--- src/rtl/cke_pd_pkg.sv ---
// Shared encodings for the rank power-down controller.
// Assumes: mode codes are fixed by configuration software.
package cke_pd_pkg;
    typedef enum logic [2:0] {
        PD_MODE_NONE    = 3'd0,
        PD_MODE_ACTIVE  = 3'd1,
        PD_MODE_PRECH   = 3'd2,
        PD_MODE_DLLOFF  = 3'd3,
        PD_MODE_ACT2PRE = 3'd4,
        PD_MODE_ACT2DLL = 3'd5
    } pd_mode_e;

    typedef enum logic [2:0] {
        RK_OFF, RK_UP, RK_PRE, RK_APD, RK_PPD, RK_DLL, RK_WAKE, RK_SREF
    } rank_st_e;
endpackage

--- src/rtl/cke_idle_timer.sv ---
// Per-rank idle timer: restarts on each arrival and saturates at the limit.
// Assumes: limit may change at any time; expiry compares against the live value.
module cke_idle_timer #(
    parameter int CNT_W = 8
) (
    input  logic             clk,
    input  logic             rst_n,
    input  logic             en,
    input  logic             txn_arrive,
    input  logic [CNT_W-1:0] limit,
    output logic             expired
);
    logic [CNT_W-1:0] cnt;

    // Count idle cycles since the last arrival, stopping at the limit.
    always_ff @(posedge clk) begin
        if (!rst_n || !en || txn_arrive) cnt <= '0;
        else if (cnt < limit)            cnt <= cnt + 1'b1;
    end

    // Expiry once the count has reached the programmed limit.
    always_comb expired = (cnt >= limit);

    assert_arrival_restarts_R3: assert property (@(posedge clk) disable iff (!rst_n)
        (en && txn_arrive && limit != '0) |=> (!expired || limit == '0));
endmodule

--- src/rtl/cke_rank_fsm.sv ---
// Power-down state machine of one rank: picks the flavour, handles the
// precharge handshake, hybrid deepening, exit delays and self-refresh.
// Assumes: en already combines the release latch and population bit.
module cke_rank_fsm
    import cke_pd_pkg::*;
#(
    parameter int T_XP    = 4,
    parameter int T_XPDLL = 16
) (
    input  logic       clk,
    input  logic       rst_n,
    input  logic       en,
    input  logic [2:0] mode,
    input  logic       idle_expired,
    input  logic       txn_arrive,
    input  logic       txn_pending,
    input  logic       pages_expired,
    input  logic       refresh_req,
    input  logic       sref_go,
    input  logic       pre_ack,
    output logic       cke,
    output logic       issue_ok,
    output logic       pre_req,
    output logic       dll_off,
    output logic       in_sref
);
    localparam int LONG_DLY = T_XP + T_XPDLL;
    localparam int WCNT_W   = $clog2(LONG_DLY + 1);
    localparam logic [WCNT_W-1:0] LOAD_S = WCNT_W'(T_XP - 1);
    localparam logic [WCNT_W-1:0] LOAD_L = WCNT_W'(LONG_DLY - 1);

    rank_st_e          st, st_n;
    logic [WCNT_W-1:0] wcnt, wcnt_n;
    logic              deepen, deepen_n, tgt_dll, tgt_dll_n;
    logic              wake, hybrid;

    // Next-state selection for the rank.
    always_comb begin
        st_n      = st;
        wcnt_n    = wcnt;
        deepen_n  = deepen;
        tgt_dll_n = tgt_dll;
        wake      = txn_arrive | txn_pending | refresh_req;
        hybrid    = (mode == PD_MODE_ACT2PRE) || (mode == PD_MODE_ACT2DLL);
        if (!en) begin
            st_n = RK_OFF;
        end else if (st == RK_OFF) begin
            st_n = RK_UP;
        end else if (st == RK_SREF) begin
            if (!sref_go) begin
                st_n = RK_WAKE; wcnt_n = LOAD_L; deepen_n = 1'b0;
            end
        end else if (sref_go) begin
            st_n = RK_SREF;
        end else begin
            case (st)
                RK_UP: if (idle_expired && !wake) begin
                    case (mode)
                        PD_MODE_ACTIVE, PD_MODE_ACT2PRE, PD_MODE_ACT2DLL: st_n = RK_APD;
                        PD_MODE_PRECH:  begin st_n = RK_PRE; tgt_dll_n = 1'b0; end
                        PD_MODE_DLLOFF: begin st_n = RK_PRE; tgt_dll_n = 1'b1; end
                        default: st_n = RK_UP;
                    endcase
                end
                RK_PRE: begin
                    if (txn_arrive || refresh_req) st_n = RK_UP;
                    else if (pre_ack)              st_n = tgt_dll ? RK_DLL : RK_PPD;
                end
                RK_APD: begin
                    if (wake) begin
                        st_n = RK_WAKE; wcnt_n = LOAD_S; deepen_n = 1'b0;
                    end else if (hybrid && pages_expired) begin
                        st_n = RK_WAKE; wcnt_n = LOAD_S; deepen_n = 1'b1;
                        tgt_dll_n = (mode == PD_MODE_ACT2DLL);
                    end
                end
                RK_PPD: if (wake) begin
                    st_n = RK_WAKE; wcnt_n = LOAD_S; deepen_n = 1'b0;
                end
                RK_DLL: if (wake) begin
                    st_n = RK_WAKE; wcnt_n = LOAD_L; deepen_n = 1'b0;
                end
                RK_WAKE: begin
                    if (wcnt == '0) st_n = (deepen && !wake) ? RK_PRE : RK_UP;
                    else            wcnt_n = wcnt - 1'b1;
                    if (txn_arrive) deepen_n = 1'b0;
                end
                default: st_n = RK_UP;
            endcase
        end
    end

    // State registers of the rank.
    always_ff @(posedge clk) begin
        if (!rst_n) begin
            st <= RK_OFF; wcnt <= '0; deepen <= 1'b0; tgt_dll <= 1'b0;
        end else begin
            st <= st_n; wcnt <= wcnt_n; deepen <= deepen_n; tgt_dll <= tgt_dll_n;
        end
    end

    // Output decode, gated by the rank enable.
    always_comb begin
        cke      = en && (st == RK_UP || st == RK_PRE || st == RK_WAKE);
        issue_ok = en && (st == RK_UP);
        pre_req  = en && (st == RK_PRE);
        dll_off  = en && (st == RK_DLL);
        in_sref  = en && (st == RK_SREF);
    end

    assert_hold_unreleased_R1: assert property (@(posedge clk) disable iff (!rst_n)
        !en |=> (!cke && !issue_ok));
    assert_ack_drops_cke_R6: assert property (@(posedge clk) disable iff (!rst_n)
        (en && pre_req && pre_ack && !txn_arrive && !refresh_req && !sref_go && en)
        |=> (!cke || !en));
    assert_wake_blocks_issue_R8: assert property (@(posedge clk) disable iff (!rst_n)
        (en && !cke && st != RK_OFF && st != RK_SREF && txn_arrive && !sref_go)
        |=> (!en || (cke && !issue_ok)));
    assert_fall_needs_idle_R3: assert property (@(posedge clk) disable iff (!rst_n)
        (en && $past(en) && $fell(cke)) |-> ($past(idle_expired) || $past(sref_go)));
endmodule

--- src/rtl/cke_pd_ctrl.sv ---
// Top of the rank clock-enable power-down controller: release latch,
// self-refresh gate, refresh gathering and one timer plus FSM per rank.
// Assumes: pulses and levels are synchronous to clk.
module cke_pd_ctrl #(
    parameter int NUM_RANKS = 4,
    parameter int IDLE_W    = 8,
    parameter int T_XP      = 4,
    parameter int T_XPDLL   = 16
) (
    input  logic                 clk,
    input  logic                 rst_n,
    input  logic                 cfg_cke_release,
    input  logic [2:0]           cfg_pd_mode,
    input  logic [IDLE_W-1:0]    cfg_idle_limit,
    input  logic [NUM_RANKS-1:0] rank_populated,
    input  logic [NUM_RANKS-1:0] txn_arrive,
    input  logic [NUM_RANKS-1:0] txn_pending,
    input  logic [NUM_RANKS-1:0] pages_closed_all,
    input  logic                 refresh_req,
    output logic                 refresh_ready,
    input  logic                 pkg_deep_idle,
    output logic [NUM_RANKS-1:0] pre_all_req,
    input  logic [NUM_RANKS-1:0] pre_all_ack,
    output logic [NUM_RANKS-1:0] cke,
    output logic [NUM_RANKS-1:0] issue_ok,
    output logic [NUM_RANKS-1:0] dll_off_sel,
    output logic                 sref_active
);
    logic                 released;
    logic                 sref_go;
    logic [NUM_RANKS-1:0] rank_en, expired, in_sref;

    // Sticky release of clock-enable after reset.
    always_ff @(posedge clk) begin
        if (!rst_n)               released <= 1'b0;
        else if (cfg_cke_release) released <= 1'b1;
    end

    // Enables, self-refresh gate and refresh gathering.
    always_comb begin
        rank_en       = {NUM_RANKS{released}} & rank_populated;
        sref_go       = pkg_deep_idle && (txn_pending == '0) && (txn_arrive == '0);
        refresh_ready = refresh_req && ((issue_ok | ~rank_en) == {NUM_RANKS{1'b1}});
        sref_active   = |in_sref;
    end

    for (genvar r = 0; r < NUM_RANKS; r++) begin : g_rank
        cke_idle_timer #(.CNT_W(IDLE_W)) u_timer (
            .clk(clk), .rst_n(rst_n), .en(rank_en[r]), .txn_arrive(txn_arrive[r]),
            .limit(cfg_idle_limit), .expired(expired[r])
        );
        cke_rank_fsm #(.T_XP(T_XP), .T_XPDLL(T_XPDLL)) u_fsm (
            .clk(clk), .rst_n(rst_n), .en(rank_en[r]), .mode(cfg_pd_mode),
            .idle_expired(expired[r]), .txn_arrive(txn_arrive[r]),
            .txn_pending(txn_pending[r]), .pages_expired(pages_closed_all[r]),
            .refresh_req(refresh_req), .sref_go(sref_go), .pre_ack(pre_all_ack[r]),
            .cke(cke[r]), .issue_ok(issue_ok[r]), .pre_req(pre_all_req[r]),
            .dll_off(dll_off_sel[r]), .in_sref(in_sref[r])
        );
    end

    assert_ready_all_up_R9: assert property (@(posedge clk) disable iff (!rst_n)
        refresh_ready |-> ((cke | ~rank_en) == {NUM_RANKS{1'b1}}));
    assert_unpopulated_quiet_R2: assert property (@(posedge clk) disable iff (!rst_n)
        ((cke | pre_all_req | dll_off_sel) & ~rank_populated) == '0);
endmodule

--- config.mk ---
export PLATFORM = sky130hd
export DESIGN_NAME = cke_pd_ctrl
export DESIGN_NICKNAME = d
export VERILOG_FILES = /design/src/rtl/cke_pd_pkg.sv /design/src/rtl/cke_idle_timer.sv /design/src/rtl/cke_rank_fsm.sv /design/src/rtl/cke_pd_ctrl.sv
export SDC_FILE = /design/constraint.sdc
export NUM_CORES = 1
export LEC_CHECK = 0
export ABC_CLOCK_PERIOD_IN_PS = 2300
export CORE_ASPECT_RATIO = 0.6
export CORE_MARGIN = 5
export CORE_UTILIZATION = 50
export CTS_BUF_LIST = sky130_fd_sc_hd__clkbuf_8
export DETAILED_ROUTE_END_ITERATION = 8
export PLACE_DENSITY = 0.74
export RECOVER_POWER = 100
export SKIP_LAST_GASP = 1
export SLEW_MARGIN = 30
export SYNTH_ARGS = -nofsm -noshare
export SYNTH_HDL_FRONTEND = slang
export SYNTH_SLANG_ARGS = --single-unit
--- constraint.sdc ---
create_clock -name clk -period 2.3 [get_ports clk]
set_input_delay 0.23 -clock clk [delete_from_list [all_inputs] [get_ports clk]]
set_output_delay 0.23 -clock clk [all_outputs]
set_load 0.05 [all_outputs]
==> run metrics <==
die boundary height=92.7 µm; worst setup slack after layout=0.0126 ns; source-to-sink clock delay at the later pin of the worst-skew pair=0.36 ns; antenna violations before repair=0; nets=925; final weighted congestion in routability-driven placement=0.957; number of distinct library cells after synthesis=70; I/O Buffers=53; required time at the endpoint of the critical path=2.59 ns; via count=6319; transition time at the pin with the least slew margin=0.635 ns; clock input transition at the sequential cells of the worst setup and hold paths=0.08 ns; diodes inserted=0; share of total power in sequential cells=49.7%; Synthesis Warnings=0; critical path's largest stage delay=0.61 ns; prevailing post-synth register cell=dfxtp_1; via count of the first global-routing pass=5854; Area growth, synth to finish=21.5%; HPWL Detailed=13700 µm; min-delay worst type=in2reg; number of DRC violations after detailed-routing iteration 0=738; starting density of the core=50.8%; root cell of the clock tree=clkbuf_8; leakage power=2.67 nW; number of detailed-routing iterations run before antenna repair=6; f_max=0.437 GHz; Post-Syn Area per Cell=7.49 µm²; GRT Total Usage=25.2%; cell-internal power=1.84 mW; switching component of the power=728 µW; Worst Skew=0.00696 ns; TritonCTS clock tree=built; normalized max-slew margin=57.7%; GR Overflow Total=0; core area=0.0112 mm²; die outline width=148 µm; maximum level of the CTS H-tree=3; switching part of the total power=28.3%; proportion of power drawn by the clock network=36.5%; clock tree buffer depth=2; MaxCap Viol Count=0; type of destination of the critical path=register; number of storage elements in the synthesis netlist=73; number of buffers and inverters on the critical path=2; unrepaired setup endpoints after global routing=true; remaining routing DRC violations=0; die outline area=0.0137 mm²; sequential area share after synthesis=25.6%; share of flip-flops with an asynchronous set or reset after synthesis=0%; Setup Crit Path Kind=in2reg; final antenna-violating net count=0; number of failing setup endpoints in the final timing report=0; worst slack on hold paths=0.446 ns; top fanout value on the critical path=6; crit path DAT=2.58 ns; post-synthesis cell count=761; total clock sinks=73; Pwr Density=371 mW/mm²; number of buffers created by CTS=9; cell-by-cell listing of the critical path=dlygate4sd3_1, nor3b_1, buf_4, and3_1, or4_1, or4b_1, a21oi_1; global-route wire length before repair=28700 µm; final hold violation count=0; Pins Over Slew Limit=0; number of synthesized flops with an enable pin=0; aggregate negative setup slack=0 ns; CP top delay family=simple AND/OR/NAND/NOR gates; combinational share of power=13.8%; total length of routed wires=17900 µm; crit path launch type=primary input; peak supply drop=0.309 mV; row count=30; run status=finished clean; detail-routed via count per cell=6.36; post-route minimum period=2.29 ns; final clock period utilization by the worst path=99.5%; number of nets produced by synthesis=841; utilization of the core after routing=61.7%; hold_buf cts=0; post-synthesis cell area=0.00570 mm²; fraction of final layout cells with drive strength greater than 1=14.0%; Wirelength per Cell=18.0 µm; slowest library cell on the worst path=dlygate4sd3_1; maximum number of pins on one net before global-route repair=17; worst slack at placement=-0.482 ns; ports placed on the boundary=54
## synth_stat cells, types with 12 or more instances
library cell	number	area (µm²)
a21oi_1	75	375
buf_4	17	128
clkbuf_1	29	109
dfxtp_1	73	1460
ha_1	44	551
inv_1	34	128
nand2_1	46	173
nand2b_1	12	75.1
nand3_1	20	100
nand4_1	16	100
nor2_1	61	229
nor3_1	22	110
o21a_1	15	113
o21ai_0	71	355
or3_1	33	206
## state kept, by name, summed over array words and instances, names as in the netlist
register              cells
g_rank.u_fsm.tgt_dll      4
g_rank.u_timer.cnt       32
released                  1
g_rank.u_fsm.st          12
g_rank.u_fsm.deepen       4
g_rank.u_fsm.wcnt        20
## final cells by class
cell class	instances	area, µm²
clock buffer	10	138
clock inverter	6	35.0
fill	996	4290
inverter	35	131
multi-input combinational	597	3880
sequential	73	1460
tap	144	180
timing repair buffer	129	1100
## path summary, 6_finish.rpt
check / endpoint / depth (start not counted) / from / slack [ns]
worst max-delay path: g_rank[2].u_fsm.wcnt[3] / 7 / txn_pending[2] / 0.01
worst min-delay path: released / 3 / cfg_cke_release / 0.45
worst min register to register: g_rank[2].u_fsm.deepen / 2 / g_rank[2].u_fsm.deepen / 0.48
worst max register to register: g_rank[3].u_fsm.st[0] / 8 / g_rank[3].u_fsm.wcnt[0] / 0.05
## power groups by stage
stage / Sequential [mW] / Combinational, mW / Clock, mW
finish: 1.28 / 0.355 / 0.939
global route: 1.28 / 0.377 / 1.01
CTS: 1.28 / 0.341 / 0.953
detailed placement: 1.31 / 0.339 / 0
global placement: 1.31 / 0.329 / 0
floorplan: 1.30 / 0.165 / 0
## kinds of logic (layout without fill, tap and decap cells)
family / after synthesis / count (layout) / share of synthesized area, %
adder cells (fa/ha/maj): 44 / 44 / 9.66
AO/OA/AOI/OAI: 244 / 244 / 26.6
multiplexers: 3 / 3 / 0.527
AND/OR/NAND/NOR: 298 / 298 / 28.9
flip-flops: 73 / 73 / 25.6
XOR/XNOR: 8 / 8 / 1.23
buffers and inverters: 91 / 180 / 7.48
## routing by layer
layer	vias to the layer above	GRT usage [%]	wire length, µm
met1	2958	34.8	8010
met5	-	0	0
li1	2987	-	-
met3	44	5.53	1530
met4	0	6.69	351
met2	330	40.1	8000
## worst reg2reg max path, cell delays in order, from the launching register on
cell	delay (ns)
dfxtp_1	0.35
inv_1	0.09
ha_1	0.14
nor4b_2	0.37
nor3b_1	0.09
o311ai_1	0.48
o211ai_1	0.27
nor3_1	0.26
a211oi_1	0.08
## through the flow
| step | power, mW | instances | area (µm²) |
|---|---|---|---|
| 6_report | 2.57 | 994 | 6930 |
| 4_1_cts | 2.57 | 993 | 6960 |
| 2_1_floorplan | 1.47 | 761 | 5700 |
| 5_1_grt | 2.67 | 994 | 6930 |
| 3_5_place_dp | 1.65 | 977 | 6790 |
| 3_3_place_gp | 1.64 | 977 | 6790 |
## cells in the final DEF, fill, tap and decap left out, types with 8 or more instances in the layout
| cell | count |
|---|---|
| o21ai_0 | 70 |
| nand2_1 | 46 |
| nor2b_1 | 11 |
| and4_1 | 8 |
| nor4_1 | 11 |
| nand3b_1 | 10 |
| dfxtp_1 | 71 |
| nor3_1 | 22 |
| nor2_1 | 61 |
| inv_1 | 35 |
| or3_1 | 33 |
| o211ai_1 | 9 |
| clkbuf_1 | 8 |
| and3_1 | 10 |
| buf_4 | 69 |
| nand4_1 | 16 |
| nand2b_1 | 12 |
| a21oi_1 | 73 |
| clkdlybuf4s50_1 | 31 |
| nand3_1 | 20 |
| ha_1 | 44 |
| clkbuf_8 | 10 |
| o21a_1 | 15 |
## what timing repair did
| action | CTS | global route |
|---|---|---|
| endpoints found under the setup margin | 6 | 38 |
| gates resized for setup | 4 | 19 |
| setup buffers | 0 | 1 |
| pin swaps | 1 | 3 |
No activity file was read; power rests on OpenSTA's default activity.
